### src/rtl/mpa_pkg.sv
`timescale 1ns/1ps
package mpa_pkg;
  // issue controller phases
  typedef enum logic [1:0] {
    ST_IDLE = 2'd0,   // may accept a client request
    ST_SEND = 2'd1,   // downstream request presented, waiting for ready
    ST_WAIT = 2'd2    // read forwarded, waiting for returned data
  } mpa_state_e;

  function automatic int unsigned idx_width(input int unsigned n);
    return (n > 1) ? $clog2(n) : 1;
  endfunction
endpackage

### src/rtl/mpa_prio_pick.sv
`timescale 1ns/1ps
module mpa_prio_pick #(
  parameter int N  = 3,
  parameter int IW = 2
) (
  input  logic [N-1:0]  req,
  output logic [N-1:0]  gnt,
  output logic [IW-1:0] idx,
  output logic          any
);
  // lowest index wins
  genvar g;
  generate
    for (g = 0; g < N; g++) begin : g_gnt
      if (g == 0) begin : g_first
        assign gnt[g] = req[g];
      end else begin : g_rest
        assign gnt[g] = req[g] & ~(|req[g-1:0]);
      end
    end
  endgenerate

  always_comb begin
    idx = '0;
    for (int i = N - 1; i >= 0; i--) begin
      if (req[i]) idx = IW'(i);
    end
  end

  assign any = |req;
endmodule

### src/rtl/mpa_rsp_slot.sv
`timescale 1ns/1ps
module mpa_rsp_slot #(
  parameter int DW = 32
) (
  input  logic          clk,
  input  logic          rst,
  input  logic          cap_en,
  input  logic [DW-1:0] cap_data,
  output logic          out_valid,
  input  logic          out_ready,
  output logic [DW-1:0] out_data
);
  logic          full_q;
  logic [DW-1:0] data_q;

  always_ff @(posedge clk) begin
    if (rst) begin
      full_q <= 1'b0;
    end else if (cap_en) begin
      full_q <= 1'b1;
    end else if (full_q && out_ready) begin
      full_q <= 1'b0;
    end
  end

  // data path without reset so it maps onto plain registers
  always_ff @(posedge clk) begin
    if (cap_en) data_q <= cap_data;
  end

  assign out_valid = full_q;
  assign out_data  = data_q;
endmodule

### src/rtl/mpa_issue_ctl.sv
`timescale 1ns/1ps
module mpa_issue_ctl import mpa_pkg::*; #(
  parameter int AW = 16,
  parameter int DW = 32,
  parameter int IW = 2
) (
  input  logic          clk,
  input  logic          rst,
  input  logic          pick_any,
  input  logic [IW-1:0] pick_idx,
  input  logic [AW-1:0] sel_addr,
  input  logic          sel_wr,
  input  logic [DW-1:0] sel_wdata,
  output logic          idle,
  output logic          mem_req_valid,
  input  logic          mem_req_ready,
  output logic [AW-1:0] mem_req_addr,
  output logic          mem_req_wr,
  output logic [DW-1:0] mem_req_wdata,
  input  logic          mem_rsp_valid,
  output logic          mem_rsp_ready,
  output logic          cap_en,
  output logic [IW-1:0] owner
);
  mpa_state_e    state_q;
  logic          req_v_q;
  logic          rsp_r_q;
  logic [AW-1:0] addr_q;
  logic          wr_q;
  logic [DW-1:0] wdata_q;
  logic [IW-1:0] owner_q;

  always_ff @(posedge clk) begin
    if (rst) begin
      state_q <= ST_IDLE;
      req_v_q <= 1'b0;
      rsp_r_q <= 1'b0;
      owner_q <= '0;
      addr_q  <= '0;
      wr_q    <= 1'b0;
      wdata_q <= '0;
    end else begin
      unique case (state_q)
        ST_IDLE: begin
          if (pick_any) begin
            addr_q  <= sel_addr;
            wr_q    <= sel_wr;
            wdata_q <= sel_wdata;
            owner_q <= pick_idx;
            req_v_q <= 1'b1;
            state_q <= ST_SEND;
          end
        end
        ST_SEND: begin
          if (mem_req_ready) begin
            req_v_q <= 1'b0;
            if (wr_q) begin
              state_q <= ST_IDLE;
            end else begin
              rsp_r_q <= 1'b1;
              state_q <= ST_WAIT;
            end
          end
        end
        ST_WAIT: begin
          if (mem_rsp_valid) begin
            rsp_r_q <= 1'b0;
            state_q <= ST_IDLE;
          end
        end
        default: state_q <= ST_IDLE;
      endcase
    end
  end

  assign idle          = (state_q == ST_IDLE);
  assign cap_en        = (state_q == ST_WAIT) && mem_rsp_valid;
  assign owner         = owner_q;
  assign mem_req_valid = req_v_q;
  assign mem_req_addr  = addr_q;
  assign mem_req_wr    = wr_q;
  assign mem_req_wdata = wdata_q;
  assign mem_rsp_ready = rsp_r_q;
endmodule

### src/rtl/shared_mem_arbiter.sv
`timescale 1ns/1ps
module shared_mem_arbiter import mpa_pkg::*; #(
  parameter int NCLI = 3,
  parameter int AW   = 16,
  parameter int DW   = 32
) (
  input  logic               clk,
  input  logic               rst,
  input  logic [NCLI-1:0]    cli_req_valid,
  output logic [NCLI-1:0]    cli_req_ready,
  input  logic [NCLI*AW-1:0] cli_req_addr,
  input  logic [NCLI-1:0]    cli_req_wr,
  input  logic [NCLI*DW-1:0] cli_req_wdata,
  output logic [NCLI-1:0]    cli_rsp_valid,
  input  logic [NCLI-1:0]    cli_rsp_ready,
  output logic [NCLI*DW-1:0] cli_rsp_data,
  output logic               mem_req_valid,
  input  logic               mem_req_ready,
  output logic [AW-1:0]      mem_req_addr,
  output logic               mem_req_wr,
  output logic [DW-1:0]      mem_req_wdata,
  input  logic               mem_rsp_valid,
  output logic               mem_rsp_ready,
  input  logic [DW-1:0]      mem_rsp_data
);
  localparam int IW = idx_width(NCLI);

  logic [NCLI-1:0] slot_full;
  logic [NCLI-1:0] eligible;
  logic [NCLI-1:0] gnt;
  logic [IW-1:0]   pick_idx;
  logic            pick_any;
  logic            idle;
  logic            cap_en;
  logic [IW-1:0]   owner;
  logic [AW-1:0]   sel_addr;
  logic            sel_wr;
  logic [DW-1:0]   sel_wdata;

  // reads need a free buffer, writes never do
  assign eligible = cli_req_valid & (cli_req_wr | ~slot_full);

  mpa_prio_pick #(.N(NCLI), .IW(IW)) u_pick (
    .req (eligible),
    .gnt (gnt),
    .idx (pick_idx),
    .any (pick_any)
  );

  assign cli_req_ready = idle ? gnt : '0;

  // one-hot OR mux of the granted request
  always_comb begin
    sel_addr  = '0;
    sel_wr    = 1'b0;
    sel_wdata = '0;
    for (int i = 0; i < NCLI; i++) begin
      if (gnt[i]) begin
        sel_addr  = sel_addr  | cli_req_addr[i*AW +: AW];
        sel_wr    = sel_wr    | cli_req_wr[i];
        sel_wdata = sel_wdata | cli_req_wdata[i*DW +: DW];
      end
    end
  end

  mpa_issue_ctl #(.AW(AW), .DW(DW), .IW(IW)) u_ctl (
    .clk           (clk),
    .rst           (rst),
    .pick_any      (pick_any),
    .pick_idx      (pick_idx),
    .sel_addr      (sel_addr),
    .sel_wr        (sel_wr),
    .sel_wdata     (sel_wdata),
    .idle          (idle),
    .mem_req_valid (mem_req_valid),
    .mem_req_ready (mem_req_ready),
    .mem_req_addr  (mem_req_addr),
    .mem_req_wr    (mem_req_wr),
    .mem_req_wdata (mem_req_wdata),
    .mem_rsp_valid (mem_rsp_valid),
    .mem_rsp_ready (mem_rsp_ready),
    .cap_en        (cap_en),
    .owner         (owner)
  );

  genvar g;
  generate
    for (g = 0; g < NCLI; g++) begin : g_slot
      logic cap_here;
      assign cap_here = cap_en && (owner == IW'(g));
      mpa_rsp_slot #(.DW(DW)) u_slot (
        .clk       (clk),
        .rst       (rst),
        .cap_en    (cap_here),
        .cap_data  (mem_rsp_data),
        .out_valid (slot_full[g]),
        .out_ready (cli_rsp_ready[g]),
        .out_data  (cli_rsp_data[g*DW +: DW])
      );
    end
  endgenerate

  assign cli_rsp_valid = slot_full;
endmodule

### config.mk
export PLATFORM = sky130hd
export DESIGN_NAME = shared_mem_arbiter
export DESIGN_NICKNAME = d
export VERILOG_FILES = /design/src/rtl/mpa_pkg.sv /design/src/rtl/mpa_prio_pick.sv /design/src/rtl/mpa_rsp_slot.sv /design/src/rtl/mpa_issue_ctl.sv /design/src/rtl/shared_mem_arbiter.sv
export SDC_FILE = /design/constraint.sdc
export NUM_CORES = 1
export LEC_CHECK = 0
export ABC_AREA = 1
export CAP_MARGIN = 30
export CORE_AREA = 2 2 134 136
export CTS_BUF_LIST = sky130_fd_sc_hd__clkbuf_4
export CTS_CLUSTER_DIAMETER = 100
export DETAILED_ROUTE_END_ITERATION = 12
export DIE_AREA = 0 0 136 138
export PLACE_DENSITY = 0.75
export SLEW_MARGIN = 20
export SYNTH_ARGS = -nofsm -noshare
export SYNTH_HDL_FRONTEND = slang
export SYNTH_HIERARCHICAL = 1
export SYNTH_SLANG_ARGS = --single-unit
export TNS_END_PERCENT = 1
### constraint.sdc
create_clock -name clk -period 7.75 [get_ports clk]
set_input_delay 0.775 -clock clk [delete_from_list [all_inputs] [get_ports clk]]
set_output_delay 0.775 -clock clk [all_outputs]
set_load 0.03 [all_outputs]
# Word-level counts from Yosys, hierarchy flattened
# Cells that the tools add are included.
[word_totals] regBits=154 inputBits=189 out_inout_bits=153
[op_classes] n_eq_ne=8 muxes=31 bitwise_logic=13 n_reduce_logical=20
[op_table] cell="two-way mux 32 bit" n=3
[op_table] cell="OR 32 bit" n=2
[op_table] cell="two-way mux 16 bit" n=3
[op_table] cell="OR 16 bit" n=2
[op_table] cell="two-way mux 1 bit" n=14
[op_table] cell="two-way mux 2 bit" n=7
[op_table] cell="nonzero test 2 bit" n=5
[op_table] cell="inequality test 2 bit, second input constant" n=4
[op_table] cell="logical AND 1 bit" n=7
[op_table] cell="case mux 2 bit (3 select lines)" n=1
[op_table] cell="AND reduction 3 bit" n=2
[op_table] cell="== test 2 x 1 -> 1 bit, second input constant" n=2
[op_table] cell="== test 2 bit, second input constant" n=2
[op_table] cell="logical NOT 2 bit" n=2
[op_table] cell="case mux 1 bit (2 select lines)" n=2
[op_table] cell="AND reduction 4 bit" n=1
[op_table] cell="AND 3 bit" n=1
[op_table] cell="two-way mux 3 bit" n=1
[op_table] cell="NOT 3 bit" n=1
[op_table] cell="OR 3 bit" n=1
[op_table] cell="OR reduction 3 bit" n=1
[op_table] cell="AND 1 bit" n=2
[op_table] cell="NOT 1 bit" n=2
[op_table] cell="OR 1 bit" n=2
[op_table] cell="other kinds (2)" n=2

# Depth between registers and ports, before layout
[logic_depth] depth_word=8 mapped_depth=11 ltp_nobuf=9

# Cells and area by module
# Netlist, hierarchy kept.
[by_module_without_submodules] mod="mpa_rsp_slot" n_inst=3 cells_per_inst=37 area_per_inst_um2=1001.0
[by_module_without_submodules] mod="mpa_issue_ctl" n_inst=1 cells_per_inst=249 area_per_inst_um2=1943.1
[by_module_without_submodules] mod="shared_mem_arbiter" n_inst=1 cells_per_inst=236 area_per_inst_um2=1093.5
[by_module_without_submodules] mod="mpa_prio_pick" n_inst=1 cells_per_inst=10 area_per_inst_um2=47.5

# Least setup slack after synthesis
# Ideal clock, no wire load.
[synth_path] path_kind="in2reg" from="input mem_rsp_valid" to="register g_slot[0].u_slot.data_q[0] (enable)" setup_time_ns=0.423 arrival_ns=2.403 required_time_ns=7.327 path_slack_ns=4.924 cell_stages=4 cell_sequence="inv_1 nor2_1 nand2_1 nor2_1"
[synth_via] elab_chain_cells=2
[synth_rtl] element="from (decl)" line_no="shared_mem_arbiter.sv:22" source="input logic mem_rsp_valid,"
[synth_rtl] element="logical AND 1 bit" line_no="mpa_issue_ctl.sv:77" source="assign cap_en = (state_q == ST_WAIT) && mem_rsp_valid;"
[synth_rtl] element="net cap_en" line_no="shared_mem_arbiter.sv:34" source="logic cap_en;"
[synth_rtl] element="logical AND 1 bit" line_no="shared_mem_arbiter.sv:90" source="assign cap_here = cap_en && (owner == IW'(g));"
[synth_rtl] element="net g_slot[0].cap_here" line_no="shared_mem_arbiter.sv:89" source="logic cap_here;"
[synth_rtl] element="to (signal assigned)" line_no="mpa_rsp_slot.sv:28" source="if (cap_en) data_q <= cap_data;"
[synth_rtl] element="to (decl)" line_no="mpa_rsp_slot.sv:14" source="logic [DW-1:0] data_q;"
# The timed path passes the listed nets, and every way through them passes these cells.
# A chain may end at the register's enable or synchronous reset.

# Final worst setup path
[layout_path] from="input cli_req_wr[0]" to="output cli_req_ready[1]"
[layout_via] elab_chain_cells=5
[layout_rtl] element="from (decl)" line_no="shared_mem_arbiter.sv:12" source="input logic [NCLI-1:0] cli_req_wr,"
[layout_rtl] element="OR 3 bit" line_no="shared_mem_arbiter.sv:41" source="assign eligible = cli_req_valid & (cli_req_wr | ~slot_full);"
[layout_rtl] element="AND 3 bit" line_no="shared_mem_arbiter.sv:41"
[layout_rtl] element="net eligible[0]" line_no="shared_mem_arbiter.sv:29" source="logic [NCLI-1:0] eligible;"
[layout_rtl] element="NOT 1 bit" line_no="mpa_prio_pick.sv:18" source="assign gnt[g] = req[g] & ~(|req[g-1:0]);"
[layout_rtl] element="AND 1 bit" line_no="mpa_prio_pick.sv:18"
[layout_rtl] element="net gnt[1]" line_no="shared_mem_arbiter.sv:30" source="logic [NCLI-1:0] gnt;"
[layout_rtl] element="two-way mux 3 bit" line_no="shared_mem_arbiter.sv:50" source="assign cli_req_ready = idle ? gnt : '0;"
[layout_rtl] element="to (decl)" line_no="shared_mem_arbiter.sv:10" source="output logic [NCLI-1:0] cli_req_ready,"
# The timed path passes the listed nets, and every way through them passes these cells.

==> impl_metrics.toml <==
[outcome]
status = "complete, no violations"

[yosys]
syn_nets = 795
synth-main-ff-cell = "edfxtp_1"
synth_fa_ha_area_frac = 0
yosysMostFrequentCell = "nand2_1"
synth.area.mux_share = 0
synthCells = 606
synth_seq_area_share = 0.664
yosys.cell_types.count = 19
synth_largest_area_cell = "edfxtp_1"
synth_top_area_frac = 0.474
synth_area_leaders = "edfxtp_1, dfxtp_1, nand2_1"
synth_common_cells = "nand2_1, nor2_1, edfxtp_1"
syn_area_per_cell_um2 = 10.0
synth_top_family_by_area = "simple AND/OR/NAND/NOR gates"
synth_area_mm2 = 0.00609
synth-simple-area-share = 0.216
yosys_warnings = 6
synth_edf_count = 96
synth_compound_area_frac = 0.0536
ys_ff_latch = 154
async_flop_share = 0
synth_xor_xnor_area_share = 0

[final_layout]
area_growth_pct = 64.3
nets = 1128
drive_above_1_share = 0.0599
instances_no_fill = 1181
fin_area_mm2 = 0.0100
final_util = 0.570
num_antenna_cells = 0

[routing]
vias = 5332
wl_mm = 18.2
wl_per_cell_um = 15.4
drc_errors = 0
first_iter_violations = 177
viasPerCell = 4.51
firstDrtPassIters = 5
antenna_left = 0

[critical_path]
endpoint_kind = "output pin"
worstPathCellList = "clkdlybuf4s50_1, inv_1, a21oi_4, buf_4, nor2_4, buf_4, nand2_1, inv_1, clkdlybuf4s50_1"
crit_type = "in -> out"
crit_path_max_incr_delay_ns = 0.70
startpoint_type = "input port"
slowest_stage = "a21oi_4"
cp_max_fo = 51
cp.arrival_ns = 3.62
required_ns = 6.97

[power]
p_leak_nw = 3.79
p_per_area_mw_per_mm2 = 184
peakVddDrop_uv = 99.0

[timing]
timing.fmax_ghz = 0.227
slew_headroom = 0.407
maxSlewViolCount = 0
worstMarginPinSlew_ns = 0.888
finalCriticalPeriod_ns = 4.40
setup_tns_ns = 0
hold_viol = 0
rsz0062_at_grt = "no"
setup_violations = 0
fin_crit_sh = 0.567
fin_skew_ns = 0.0243
fin_hold_ws_ns = 0.466

[flow_run]
cap_violations = 0

[global_route]
antenna_found_initial = 0
grt_max_degree = 56
track_usage = 0.194
grt_pass1_wl_mm = 27.7
grt.overflow.total = 0
grt_pass1_vias = 5131

[floorplan]
initial_core_util = 0.347
core_mm2 = 0.0175
die_h_um = 138
fp.dieW_um = 136
rows = 49
ios = 342
dieArea_mm2 = 0.0188

[placement]
postPlaceCellArea_mm2 = 0.00964
post-dp-hpwl_mm = 13.9
dp_cells = 1147
io_buffer_count = 341
place.gp.congestion = 0.807

[clock_tree]
cts_tree = "yes"
hold_buffers = 0
postCtsSetupRepairBufs = 0
clock_sinks = 154
cts_buffers = 17
clk-insertion-delay-late_ns = 0.54
root_buffer = "clkbuf_4"
cts_max_path_buffers = 2
clk_pin_slew_ns = 0.13
cts_resized = 0
htree_levels = 4

[hold_path]
min_path_type = "reg -> reg"
-- cell families after synthesis --
family | Yosys count
buffers and inverters | 63
and+or+nand+nor | 326
DFF | 154
AOI/OAI and AO/OA | 63
-- where the power goes --
| part | total (mW) | switching, mW | internal, mW | leakage (nW) |
|---|---|---|---|---|
| Combinational | 0.395 | 0.208 | 0.187 | 2.28 |
| Clock | 0.514 | 0.305 | 0.209 | 0.164 |
| Sequential | 0.929 | 0.0201 | 0.909 | 1.34 |
| Total | 1.84 | 0.533 | 1.30 | 3.79 |
-- cell type report --
class / instances / area, µm²
Inverter: 28 / 105
Timing Repair Buffer: 349 / 3560
Multi-Input combinational cell: 389 / 1690
Fill cell: 1557 / 7530
Clock buffer: 18 / 135
Sequential cell: 154 / 4040
Clock inverter: 14 / 183
Tap cell: 229 / 287
-- state kept, by name, summed over array words and instances (netlist names) --
register,cells
u_ctl/owner,2
u_ctl/state_q,2
u_ctl/mem_req_wdata,32
g_slot.u_slot/out_valid,3
u_ctl/mem_req_addr,16
g_slot.u_slot/out_data,96
u_ctl/mem_req_valid,1
u_ctl/mem_rsp_ready,1
u_ctl/mem_req_wr,1
-- placed cells by master, fill, tap and decap left out, drive strengths merged --
master,count
o21ai,53
a21oi,10
dfxtp,58
nand3,51
clkinv,4
edfxtp,96
inv,34
nor2,111
clkinvlp,2
clkbuf,18
bufinv,2
clkdlybuf4s50,341
nand2,164
buf,8
-- critical path, delay by kind of cell --
kind / cells / cell delay (ns)
buffers and inverters: 6 / 1.91
AO/OA/AOI/OAI: 1 / 0.70
AND/OR/NAND/NOR: 2 / 0.21
-- metrics by stage --
step	total power, mW	worst slack [ns]
2_1_floorplan	1.14	4.92
3_3_place_gp	1.34	3.39
3_5_place_dp	1.34	3.37
4_1_cts	1.87	3.37
5_1_grt	1.94	3.19
6_report	1.84	3.35
-- metal layers --
metal  track usage  share of wire
met5             0              0
met4        0.0592          0.016
met3        0.0528          0.083
met2         0.349           0.52
met1         0.223           0.38
-- worst paths after layout --
path                              startpoint                      to  slack [ns]  depth (start not counted)
setup / recovery               cli_req_wr[0]        cli_req_ready[1]        3.35                          9
hold reg to reg          u_ctl/mem_rsp_ready     u_ctl/mem_rsp_ready        0.47                          2
hold / removal           u_ctl/mem_rsp_ready     u_ctl/mem_rsp_ready        0.47                          2
setup reg to reg  g_slot[0].u_slot/out_valid  u_ctl/mem_req_addr[10]        4.86                          9
No activity file was read; power rests on OpenSTA's default activity.
